[config.mk]
export PLATFORM = sky130hd
export DESIGN_NAME = seg_rot_sel
export DESIGN_NICKNAME = d
export VERILOG_FILES = /design/src/rtl/seg_rot_pkg.sv /design/src/rtl/seg_rot_fit.sv /design/src/rtl/seg_rot_mask.sv /design/src/rtl/seg_rot_ptr_tbl.sv /design/src/rtl/seg_rot_sel.sv
export SDC_FILE = /design/constraint.sdc
export NUM_CORES = 1
export LEC_CHECK = 0
export BUFFER_PORTS_ARGS = -buffer_cell sky130_fd_sc_hd__buf_2
export CAP_MARGIN = 20
export CORE_MARGIN = 10
export CORE_UTILIZATION = 50
export CTS_BUF_LIST = sky130_fd_sc_hd__clkbuf_8
export CTS_CLUSTER_DIAMETER = 150
export DETAILED_ROUTE_END_ITERATION = 10
export GPL_TIMING_DRIVEN = 0
export PLACE_DENSITY = 0.7
export SLEW_MARGIN = 20
export SYNTH_ARGS = -nofsm -noshare
export SYNTH_HDL_FRONTEND = slang
export SYNTH_SLANG_ARGS = --single-unit
export TNS_END_PERCENT = 50
[constraint.sdc]
create_clock -name clk -period 12.2 [get_ports clk]
set_input_delay 0.61 -clock clk [delete_from_list [all_inputs] [get_ports clk]]
set_output_delay 0.61 -clock clk [all_outputs]
set_load 0.03 [all_outputs]
[src/rtl/seg_rot_pkg.sv]
`timescale 1ns/1ps
package seg_rot_pkg;

    typedef enum logic {
        BLK_FRESH   = 1'b0,
        BLK_WRITTEN = 1'b1
    } blk_state_e;

    typedef enum logic [1:0] {
        OUT_IDLE  = 2'd0,
        OUT_PLACE = 2'd1,
        OUT_SKIP  = 2'd2
    } out_state_e;

endpackage

[src/rtl/seg_rot_fit.sv]
`timescale 1ns/1ps
// Cyclic search for the first start segment, from a base, at which the
// data fits without wrapping past the top of the line.
module seg_rot_fit #(
    parameter int NUM_SEGS = 4,
    localparam int SEG_W = $clog2(NUM_SEGS)
) (
    input  logic [SEG_W-1:0] base_seg,
    input  logic [SEG_W-1:0] len_m1,
    output logic [SEG_W-1:0] start_seg
);
    localparam int EXT_W = SEG_W + 1;
    localparam logic [EXT_W-1:0] SEG_LIMIT = EXT_W'(NUM_SEGS);

    logic [SEG_W-1:0] cand [NUM_SEGS];
    logic [NUM_SEGS-1:0] fits;

    for (genvar k = 0; k < NUM_SEGS; k++) begin : g_cand
        // candidate wraps naturally modulo NUM_SEGS (power of two)
        assign cand[k] = base_seg + SEG_W'(k);
        assign fits[k] = ({1'b0, cand[k]} + {1'b0, len_m1}) < SEG_LIMIT;
    end

    always_comb begin
        start_seg = '0;
        for (int k = NUM_SEGS - 1; k >= 0; k--) begin
            if (fits[k]) begin
                start_seg = cand[k];
            end
        end
    end

    // Segment 0 always fits, so some candidate must succeed
    always_comb begin
        assert (fits != '0) else $error("AST_FIT_FOUND violated");
    end

endmodule

[src/rtl/seg_rot_mask.sv]
`timescale 1ns/1ps
// Contiguous segment-enable mask from a start segment and a length.
module seg_rot_mask #(
    parameter int NUM_SEGS = 4,
    localparam int SEG_W = $clog2(NUM_SEGS)
) (
    input  logic [SEG_W-1:0]    start_seg,
    input  logic [SEG_W-1:0]    len_m1,
    output logic [NUM_SEGS-1:0] seg_en
);
    localparam int EXT_W = SEG_W + 1;

    logic [EXT_W-1:0] end_ext;
    assign end_ext = {1'b0, start_seg} + {1'b0, len_m1};

    for (genvar i = 0; i < NUM_SEGS; i++) begin : g_bit
        assign seg_en[i] = (EXT_W'(i) >= {1'b0, start_seg}) && (EXT_W'(i) <= end_ext);
    end

endmodule

[src/rtl/seg_rot_ptr_tbl.sv]
`timescale 1ns/1ps
// Per-line state and last-end-segment pointer.
module seg_rot_ptr_tbl
    import seg_rot_pkg::*;
#(
    parameter int NUM_BLKS = 16,
    parameter int NUM_SEGS = 4,
    localparam int BLK_W = $clog2(NUM_BLKS),
    localparam int SEG_W = $clog2(NUM_SEGS)
) (
    input  logic             clk,
    input  logic             rst_n,
    input  logic [BLK_W-1:0] rd_idx,
    output blk_state_e       rd_state,
    output logic [SEG_W-1:0] rd_last,
    input  logic             wr_en,
    input  logic [BLK_W-1:0] wr_idx,
    input  logic [SEG_W-1:0] wr_last
);
    blk_state_e       state_q [NUM_BLKS];
    logic [SEG_W-1:0] last_q  [NUM_BLKS];
    blk_state_e       wr_next;

    assign rd_state = state_q[rd_idx];
    assign rd_last  = last_q[rd_idx];

    always_comb begin
        unique case (state_q[wr_idx])
            BLK_FRESH:   wr_next = BLK_WRITTEN;
            BLK_WRITTEN: wr_next = BLK_WRITTEN;
        endcase
    end

    always_ff @(posedge clk or negedge rst_n) begin
        if (!rst_n) begin
            for (int i = 0; i < NUM_BLKS; i++) begin
                state_q[i] <= BLK_FRESH;
                last_q[i]  <= '0;
            end
        end else if (wr_en) begin
            state_q[wr_idx] <= wr_next;
            last_q[wr_idx]  <= wr_last;
        end
    end

    AST_WRITE_MARKS_LINE: assert property (@(posedge clk) disable iff (!rst_n)
        wr_en |=> (state_q[$past(wr_idx)] == BLK_WRITTEN)) else $error("AST_WRITE_MARKS_LINE");
    AST_POINTER_STORED: assert property (@(posedge clk) disable iff (!rst_n)
        wr_en |=> (last_q[$past(wr_idx)] == $past(wr_last))) else $error("AST_POINTER_STORED");

endmodule

[src/rtl/seg_rot_sel.sv]
`timescale 1ns/1ps
// Rotating segment write-start selector, top level.
module seg_rot_sel
    import seg_rot_pkg::*;
#(
    parameter int NUM_BLKS = 16,
    parameter int NUM_SEGS = 4,
    localparam int BLK_W = $clog2(NUM_BLKS),
    localparam int SEG_W = $clog2(NUM_SEGS)
) (
    input  logic                clk,
    input  logic                rst_n,
    input  logic                req_valid,
    input  logic [BLK_W-1:0]    req_blk,
    input  logic                req_zero,
    input  logic [SEG_W-1:0]    req_len_m1,
    output logic                out_valid,
    output logic                out_skip,
    output logic [SEG_W-1:0]    out_start,
    output logic [NUM_SEGS-1:0] out_mask
);
    localparam int EXT_W = SEG_W + 1;

    blk_state_e          rd_state;
    logic [SEG_W-1:0]    rd_last;
    logic [SEG_W-1:0]    base_seg;
    logic [SEG_W-1:0]    pick_start;
    logic [NUM_SEGS-1:0] pick_mask;
    logic [SEG_W-1:0]    pick_end;
    logic                place_now;

    out_state_e          ost_q, ost_d;
    logic [SEG_W-1:0]    start_q;
    logic [NUM_SEGS-1:0] mask_q;

    seg_rot_ptr_tbl #(.NUM_BLKS(NUM_BLKS), .NUM_SEGS(NUM_SEGS)) u_tbl (
        .clk      (clk),
        .rst_n    (rst_n),
        .rd_idx   (req_blk),
        .rd_state (rd_state),
        .rd_last  (rd_last),
        .wr_en    (place_now),
        .wr_idx   (req_blk),
        .wr_last  (pick_end)
    );

    // First candidate: segment 0 for a fresh line, else one past the last end
    assign base_seg = (rd_state == BLK_FRESH) ? '0 : rd_last + SEG_W'(1);

    seg_rot_fit #(.NUM_SEGS(NUM_SEGS)) u_fit (
        .base_seg  (base_seg),
        .len_m1    (req_len_m1),
        .start_seg (pick_start)
    );

    seg_rot_mask #(.NUM_SEGS(NUM_SEGS)) u_mask (
        .start_seg (pick_start),
        .len_m1    (req_len_m1),
        .seg_en    (pick_mask)
    );

    assign pick_end  = pick_start + req_len_m1;
    assign place_now = req_valid && !req_zero;

    // Next output state
    always_comb begin
        if (!req_valid) begin
            ost_d = OUT_IDLE;
        end else if (req_zero) begin
            ost_d = OUT_SKIP;
        end else begin
            ost_d = OUT_PLACE;
        end
    end

    // State register with captured placement
    always_ff @(posedge clk or negedge rst_n) begin
        if (!rst_n) begin
            ost_q   <= OUT_IDLE;
            start_q <= '0;
            mask_q  <= '0;
        end else begin
            ost_q <= ost_d;
            if (place_now) begin
                start_q <= pick_start;
                mask_q  <= pick_mask;
            end
        end
    end

    // Output decode
    always_comb begin
        unique case (ost_q)
            OUT_IDLE: begin
                out_valid = 1'b0;
                out_skip  = 1'b0;
                out_start = '0;
                out_mask  = '0;
            end
            OUT_PLACE: begin
                out_valid = 1'b1;
                out_skip  = 1'b0;
                out_start = start_q;
                out_mask  = mask_q;
            end
            OUT_SKIP: begin
                out_valid = 1'b1;
                out_skip  = 1'b1;
                out_start = '0;
                out_mask  = '0;
            end
            default: begin
                out_valid = 1'b0;
                out_skip  = 1'b0;
                out_start = '0;
                out_mask  = '0;
            end
        endcase
    end

    AST_VALID_FROM_REQ: assert property (@(posedge clk) disable iff (!rst_n)
        out_valid |-> $past(req_valid)) else $error("AST_VALID_FROM_REQ");
    AST_SKIP_NO_MASK: assert property (@(posedge clk) disable iff (!rst_n)
        (out_valid && out_skip) |-> (out_mask == '0)) else $error("AST_SKIP_NO_MASK");
    AST_SKIP_FROM_ZERO: assert property (@(posedge clk) disable iff (!rst_n)
        out_valid |-> (out_skip == $past(req_zero))) else $error("AST_SKIP_FROM_ZERO");
    AST_MASK_AT_START: assert property (@(posedge clk) disable iff (!rst_n)
        (out_valid && !out_skip) |-> out_mask[out_start]) else $error("AST_MASK_AT_START");
    AST_MASK_SIZE: assert property (@(posedge clk) disable iff (!rst_n)
        (out_valid && !out_skip) |-> (int'($countones(out_mask)) == int'($past(req_len_m1)) + 1))
        else $error("AST_MASK_SIZE");
    AST_NO_WRAP: assert property (@(posedge clk) disable iff (!rst_n)
        (out_valid && !out_skip) |->
        (({1'b0, out_start} + {1'b0, $past(req_len_m1)}) < EXT_W'(NUM_SEGS))) else $error("AST_NO_WRAP");
    AST_FRESH_AT_ZERO: assert property (@(posedge clk) disable iff (!rst_n)
        (place_now && rd_state == BLK_FRESH) |=> (out_start == '0)) else $error("AST_FRESH_AT_ZERO");

endmodule

Word level (Yosys, flattened, before mapping)
Index checks and enable logic that the tools add are counted.
Operators by class
  magnitude comparators: 13
  $add $sub $neg: 10
  reduce and logical (&&, ||, !) cells: 7
  bitwise gates (word level): 2
  multiplexer cells: 22
  eq/ne operators: 2
Operators with widths (count)
  $bwmux W32: 1
  $mux W2: 11
  $or A16 B16 Y16: 1
  $add A2 B2 Y3: 5
  $lt A3 B3 Y1 const B: 4
  $bmux W2 S4: 1
  $demux W2 S4: 1
  $le A1 B3 Y1 const A: 2
  $le A2 B3 Y1 const A: 2
  $ge A5 B5 Y1 const B: 1
  $logic_and A1 B1 Y1: 5
  $lt A5 B1 Y1 const B: 1
  $mux W1: 5
  $not A4 Y5: 1
  $add A2 B1 Y2 const B: 2
  $add A2 B2 Y2 const B: 2
  $bmux W1 S4: 1
  $demux W1 S4: 1
  $ge A1 B2 Y1 const A: 2
  $mux W4: 1
  $add A2 B2 Y2: 1
  $eq A2 B1 Y1 const B: 1
  $eq A2 B2 Y1 const B: 1
  $ge A2 B2 Y1 const A: 1
  other kinds (2): 2
Word-level totals
  output and inout port bits: 8
  bits in registers: 56

Longest topological paths before layout
Gate-level depths: netlist of run 1.
  depth in word-level cells: 16
  gate-level depth with buffers: 19

Cells and area by module
From an unflattened synthesis of run 1, not the netlist that was laid out.
Second synthesis, totals
  cells, all modules: 225
  area total of the unflattened synthesis: 2961.6 µm²
By module, submodules not included
  seg_rot_ptr_tbl: area an instance 2204.6 µm², cells an instance 151, instances 1
  seg_rot_sel: area an instance 447.9 µm², cells an instance 34, instances 1
  seg_rot_fit: area an instance 237.7 µm², cells an instance 32, instances 1
  seg_rot_mask: area an instance 71.3 µm², cells an instance 8, instances 1

Worst setup path before layout of run 1
No wires, ideal clock.
  path kind: input port to flip-flop
  start: in req_blk[0]
  end: reg u_tbl.last_q[15] (netlist name)
  slack: 7865 ps
  data required time: 12065 ps
  library setup time: 135 ps
  arrival time: 4201 ps
  cell stages on the path: 18
  buffers on the path: 4
  cells stage by stage: buf_6 -> buf_8 -> mux4_1 -> a22oi_1 -> nand2_1 -> xnor2_1 -> nand2_1 -> ha_1 -> a41oi_2 -> a311oi_2 -> nor2_1 -> o22ai_2 -> ha_1 -> inv_1 -> fa_1 -> clkbuf_1 -> clkbuf_1 -> o21ai_0
Between the ends
  longest elaborated chain between the ends: 15
  elaborated cells between the ends (all ways): 31
  those cells by class: 9 x add/sub; 6 x order compare; 14 x mux; 1 x bitwise; 1 x reduce/logical
Ends and longest elaborated chain
  start: declaration: line seg_rot_sel.sv:14  | input logic [BLK_W-1:0] req_blk,
  $not A4 Y5 (not written as such) (*): line seg_rot_ptr_tbl.sv:24, seg_rot_ptr_tbl.sv:25
  $bmux W2 S4: line seg_rot_ptr_tbl.sv:25  | assign rd_last = last_q[rd_idx];
  $mux W2 (not written as such) (2 in a row): line seg_rot_ptr_tbl.sv:25
  $add A2 B1 Y2: line seg_rot_sel.sv:48  | assign base_seg = (rd_state == BLK_FRESH) ? '0 : rd_last + SEG_W'(1);
  $mux W2 (*): line seg_rot_sel.sv:48
  $add A2 B2 Y2: line seg_rot_fit.sv:20  | assign cand[k] = base_seg + SEG_W'(k);
  $add A2 B2 Y3: line seg_rot_fit.sv:21  | assign fits[k] = ({1'b0, cand[k]} + {1'b0, len_m1}) < SEG_LIMIT;
  $lt A3 B3 Y1: line seg_rot_fit.sv:21
  $mux W2 (3 in a row): line seg_rot_fit.sv:27  | if (fits[k]) begin
  $mux W2 (*): line seg_rot_fit.sv:27
  net pick_start[0]: line seg_rot_sel.sv:27  | logic [SEG_W-1:0] pick_start;
  $add A2 B2 Y2 (*): line seg_rot_sel.sv:62  | assign pick_end = pick_start + req_len_m1;
  $bwmux W32 (*): line seg_rot_ptr_tbl.sv:42  | last_q[wr_idx] <= wr_last;
  end signal: indexed assignment: line seg_rot_ptr_tbl.sv:42
  end: declaration: line seg_rot_ptr_tbl.sv:21  | logic [SEG_W-1:0] last_q [NUM_BLKS];
The timed path passes the listed nets; every way through them passes the cells marked *. The select of a mux whose other input is x is not followed.
A chain may end at the register's enable or synchronous reset.

Worst setup path after layout of run 1
  start: in req_blk[1]
  end: reg u_tbl.last_q[19] (netlist name)
Same word-level chain as after synthesis.

==> impl_metrics.toml, run 1 <==
[logic_synthesis]
syn_inst = 236
synthMuxAreaShare_pct = 18.0
yosys_register_bits = 56
synthSimpleGateAreaFrac_pct = 14.8
ys_warn_count = 0
syn_nets = 255
synth_common_cells = "56 x dfrtp_1, 33 x nand2_1, 17 x mux2_2, 15 x o21ai_0, 14 x nand2b_1"
synth.avg_cell_area_um2 = 12.0
synthFlopType = "dfrtp_1"
synth_compound_area_share_pct = 10.3
yosys.area.top_type = "dfrtp_1"
synth_area_leaders = "dfrtp_1 49%, mux4_1 8.3%, mux2_2 6.7%, nand2_1 4.4%, ha_1 3.5%"
synth_top_family_by_area = "multiplexers"
synth.most_common_cell = "dfrtp_1"
yosysTopAreaCellShare_pct = 49.3
synth_cell_types = 42
synth_enable_flop_cells = 0
ys_seq_area_share_pct = 49.3
synthAdderAreaFrac_pct = 4.23
async_reset_ff_share_pct = 100
synth-xor-area-share_pct = 0.308
synth_area_um2 = 2840

[finish]
drive_above_1_share_pct = 22.9
register_area_um2 = 1400
diodes = 0
num-nets-final = 277
multi_input_area_um2 = 1350
syn_to_final_growth_pct = 10.4
nFillCells = 465

[routing]
vias = 1818
wl_met2_um = 2390
firstDrtPassIters = 4
wl_um = 5470
wl_met1_um = 2750
drc = 0
routedWlPerCell_um = 16.6
drt-initial-drc-count = 141
drtAntennaViolNets = 0
detail_route.vias_per_cell = 5.51
highest_layer = "met4"
wl_met3_um = 237

[sta]
finalCritPeriodShare_pct = 41.0
worst_pin_slew_ns = 0.688
setup_tns_ns = 0
slew_viol_final = 0
fin_crit_ns = 5.00
slew-limit-headroom_pct = 54.1
hold_ws_ns = 0.344
rsz0062_at_grt = "no"
fmax_mhz = 200
setup_viol = 0
fin_skew_ns = 0.00727
hold_violations = 0

[pwr]
ir_drop_uv = 113
power_uw = 596
p_leak_nw = 1.45
powerDensity_nw_per_um2 = 190

[grt]
grt_antenna_before_repair = 0
grt_pass1_wl_um = 9250
globalRouteOverflowTotal = 0
grt_start_max_net_pins = 57
grt_pass1_vias = 1843
track_usage_pct = 12.9

[clock_network]
clkTransAtPathRegs_ns = 0.09
post_cts_buffers = 0
h-tree-depth = 2
cts_resized = 0
tritoncts = "done"
root_buffer = "clkbuf_8"
cts_num_sinks = 56
clkLatencyLatePin_ns = 0.31
ctsHoldBuffers = 0
clk_path_buf_depth = 2
cts_buffers = 5

[worst_setup_path]
cp_slowest_stage_delay_ns = 0.47
startpoint_type = "primary input"
slowest_stage = "fa_1"
path_class = "primary input to flop"
reg2reg_slack_ns = 7.56
reg2reg_depth = 16
required_ns = 12.37
worst-path-max-fanout = 10
worst_path_most_repeated_cell = "clkbuf_1"
worstPathCellList = "clkbuf_1, buf_2, mux4_1, a22oi_1, nand2_1, xnor2_1, nand2_1, ha_1, a41oi_2, a311oi_2, nor2_1, o22ai_2, ha_1, inv_1, fa_1, clkbuf_1, clkbuf_1, o21ai_0"
cp.arrival_ns = 5.17
crit_path_end_kind = "flop"

[floorplanning]
die_w_um = 95.4
die_area_um2 = 9100
core-area_um2 = 5510
die_h_um = 95.4
start_util_pct = 51.6
rows = 27
pin_count = 18

[status]
status = "finished, final reports clean"

[min_path]
holdCritPathClass = "primary input to async pin"

[placement]
dpl.hpwl_um = 3950
port_buffers = 15
gp_congestion = 0.823

[run]
cap_viol_max_count = 0
flip-flops by register name, indices dropped and copies added, names as in the netlist:
name           count
mask_q             4
ost_q              2
start_q            2
u_tbl.last_q      32
u_tbl.state_q     16
worst max-delay path, delay by kind of cell:
| family | cells | cell delay, ns |
|---|---|---|
| compound gates | 5 | 1.13 |
| simple gates | 3 | 0.34 |
| xor+xnor | 1 | 0.14 |
| fa+ha+maj | 3 | 1.00 |
| buf+inv | 5 | 1.61 |
| mux | 1 | 0.34 |
layer usage:
layer  global-route usage [%]  vias to the layer above
li1                         -                      881
met1                     18.0                      896
met2                     19.5                       33
met3                     2.99                        8
met4                     3.93                        0
met5                        0                        -
final cells by class:
class	count	area share (%)
flip-flops and latches	56	44.7
multi-input cells	162	43.1
well taps	72	2.87
repair buffers	15	2.47
clock buffers	5	2.19
clock inverters	2	1.91
plain buffers	8	1.60
inverters	10	1.20
final timing paths:
kind / from / to
min: rst_n / u_tbl.last_q[28]
max in group asynchronous: rst_n / u_tbl.last_q[4]
min in group clk: u_tbl.state_q[7] / u_tbl.state_q[7]
min reg2reg: u_tbl.state_q[7] / u_tbl.state_q[7]
max: req_blk[1] / u_tbl.last_q[19]
max reg2reg: u_tbl.last_q[8] / u_tbl.last_q[19]
layout by cell type (no fill, tap or decap), drive strengths merged, types with 3 or more instances in the layout:
master and count:
nor3b 3, and2 9, a21oi 7, mux2 18, ha 8, a22oi 4, clkbuf 10, dfrtp 56
inv 10, o21ai 15, mux4 12, or2 4, nand2 34, nor2 11, nand2b 14, buf 18
nand3 3
report_power, final:
part / switching, mW / leakage, nW / internal, mW / total [mW]
logic: 0.101 / 0.698 / 0.0859 / 0.187
clock network: 0.0569 / 0.0642 / 0.0808 / 0.138
registers: 0.0269 / 0.688 / 0.245 / 0.271
stage by stage:
step                instance area (um^2)  std cells  setup WS (ns)  util (%)
global placement                    3010        323           6.98      54.6
detailed placement                  3010        323           6.89      54.6
CTS                                 3140        330           7.24      57.0
floorplan                           2840        236           7.86         -
finish                              3140        330           7.20      57.0
global route                        3140        330           6.80      57.0
kinds of logic (layout without fill, tap and decap cells):
| kind of cell | Yosys count | after routing |
|---|---|---|
| simple gates | 83 | 83 |
| flops | 56 | 56 |
| compound gates | 39 | 39 |
| mux | 30 | 30 |
| buf+inv | 18 | 40 |
| fa+ha+maj | 9 | 9 |
| xor+xnor | 1 | 1 |
No activity file was read; power rests on OpenSTA's default activity.
==> run 2, diff against run 1 <==
- PLACE_DENSITY: 0.7 -> 0.72
- clock period: 12.2 -> 4.3 ns (I/O delays scaled with it)
==> run 2 against run 1 <==
Compared with the run above: sequential share of layout area is 0.31 points higher; non-clock buffer count is 1 higher; flip-flop and latch count stayed put; global-route usage rose by 0.42 points; final area is 0.68% lower; first-iteration DRC count shrank 6.4%; worst hold slack worse by 0.21 ns; critical endpoint is now u_tbl.last_q[21]; largest cell class unchanged; largest power group unchanged.
==> impl_metrics.toml, run 2 (synthesis results as in run 1) <==
[worst_setup_path]
critPathBufInv = 2
worst_path_most_repeated_cell = "ha_1"
cp.depth = 15
setup.worst_path.end = "u_tbl.last_q[21]"
worst-path-max-fanout = 10
cpLargestDelayFamily = "adder cells"
reg2reg_slack_ns = 0.17
startpoint = "u_tbl.last_q[8]"
rr_endpoint = "u_tbl.last_q[21]"
r2r_start = "u_tbl.last_q[8]"
startpoint_type = "flop"
reg2reg_depth = 15
path_class = "flop to flop"
worstPathCellList = "mux4_2, a22o_1, nor2_4, xnor2_1, nand2_1, ha_1, a41oi_2, a311oi_2, nor2_1, o22ai_2, ha_1, inv_1, fa_2, clkbuf_4, o21ai_0"
slowest_stage = "fa_2"
cp.arrival_ns = 4.32
cp_slowest_stage_delay_ns = 0.64
crit_path_end_kind = "flop"
required_ns = 4.49

[sta]
finalCritPeriodShare_pct = 96.0
slew-limit-headroom_pct = 54.0
hold_violations = 0
slew_viol_final = 0
fmax_mhz = 242
setup_viol = 0
worst_pin_slew_ns = 0.690
fin_crit_ns = 4.13
fin_skew_ns = 0.00610

[finish]
regMostFlops = "u_tbl.last_q"
num-nets-final = 278
largest_reg_flops = 32
nFillCells = 478
final_common_cell = "dfrtp_1"
biggestRegsByFlops = "u_tbl.last_q: 32 flops, u_tbl.state_q: 16 flops, mask_q: 4 flops"
diodes = 0
layout_common_cells = "56 x dfrtp_1, 33 x nand2_1, 17 x mux2_2"
syn_to_final_growth_pct = 9.69
drive_above_1_share_pct = 24.2
design_area_um2 = 3120
layout.cells.non_filler = 332

[routing]
routedWlPerCell_um = 16.8
wl_um = 5580
firstDrtPassIters = 4
drt-initial-drc-count = 132
drtAntennaViolNets = 0
drc = 0
detail_route.vias_per_cell = 5.47
vias = 1816

[clock_network]
h-tree-depth = 2
cts_num_sinks = 56
root_buffer = "clkbuf_8"
clkLatencyLatePin_ns = 0.31
clkTransAtPathRegs_ns = 0.10
tritoncts = "done"
clk_path_buf_depth = 2
cts_buffers = 5

[floorplanning]
core-area_um2 = 5510
pin_count = 18
die_h_um = 95.4
die_area_um2 = 9100
die_w_um = 95.4
start_util_pct = 51.6
rows = 27

[placement]
dpl_cell_area_um2 = 3010
placed_cells = 323
gp_congestion = 0.838
dpl.hpwl_um = 4060
port_buffers = 15

[grt]
grt_start_max_net_pins = 57
grt_pass1_vias = 1882
grt_pass1_wl_um = 9470
globalRouteOverflowTotal = 0
track_usage_pct = 13.3
grt_antenna_before_repair = 0

[pwr]
powerDensity_nw_per_um2 = 516
ir_drop_uv = 335
p_leak_nw = 1.45

[status]
status = "finished, final reports clean"

[min_path]
holdCritPathClass = "primary input to flop"

[run]
cap_viol_max_count = 0
[run 2: worst min path at each step]
| stage | start | endpoint | cells after the start |
|---|---|---|---|
| after floorplan | rst_n | mask_q[0] | 0 |
| after global placement | req_zero | ost_q[1] | 2 |
| after detailed placement | rst_n | mask_q[0] | 1 |
| after CTS | req_valid | ost_q[1] | 2 |
| after global routing | req_zero | ost_q[1] | 2 |
| final | req_valid | ost_q[1] | 2 |
[run 2: per-layer routing]
metal	up-vias	share of wire, %	track usage (%)
met4	0	0.45	2.95
met5	-	0	0
met1	898	47	17.6
li1	885	-	-
met2	31	48	22.0
met3	2	4.4	2.91
[run 2: repair_timing]
item                       CTS  global route
hold buffers                 1             0
setup endpoints to repair   13            17
gates resized for setup      2             4
hold endpoints to repair    56             0
buffers inserted             0             1
pin swaps                    0             1
[run 2: power breakdown]
part           total [mW]  leakage [nW]  internal, mW  switching [mW]
sequential          0.773         0.688         0.694          0.0792
combinational       0.552         0.711         0.260           0.292
clock               0.282        0.0497         0.114           0.168
total                1.61          1.45          1.07           0.539
[run 2: layout make-up]
type	count	area (um^2)	area share [%]
Timing Repair Buffer	17	95.1	3.05
Clock buffer	5	68.8	2.21
Inverter	10	37.5	1.20
Tap cell	72	90.1	2.89
Multi-Input combinational cell	162	1350	43.5
Buffer	7	51.3	1.65
Clock inverter	3	17.5	0.562
Sequential cell	56	1400	45.0
[run 2: metrics by stage]
step	util [%]	hold WS [ns]	power, mW	setup WS [ns]	setup TNS [ns]
2_1_floorplan	-	-0.0806	1.17	0.360	0
4_1_cts	56.4	0.127	1.61	0.0334	0
3_5_place_dp	54.6	0.306	1.32	-0.604	-7.39
5_1_grt	56.6	0.134	1.72	-0.0234	-0.0452
6_report	56.6	0.129	1.61	0.172	0
3_3_place_gp	54.6	0.439	1.29	-0.483	-5.49
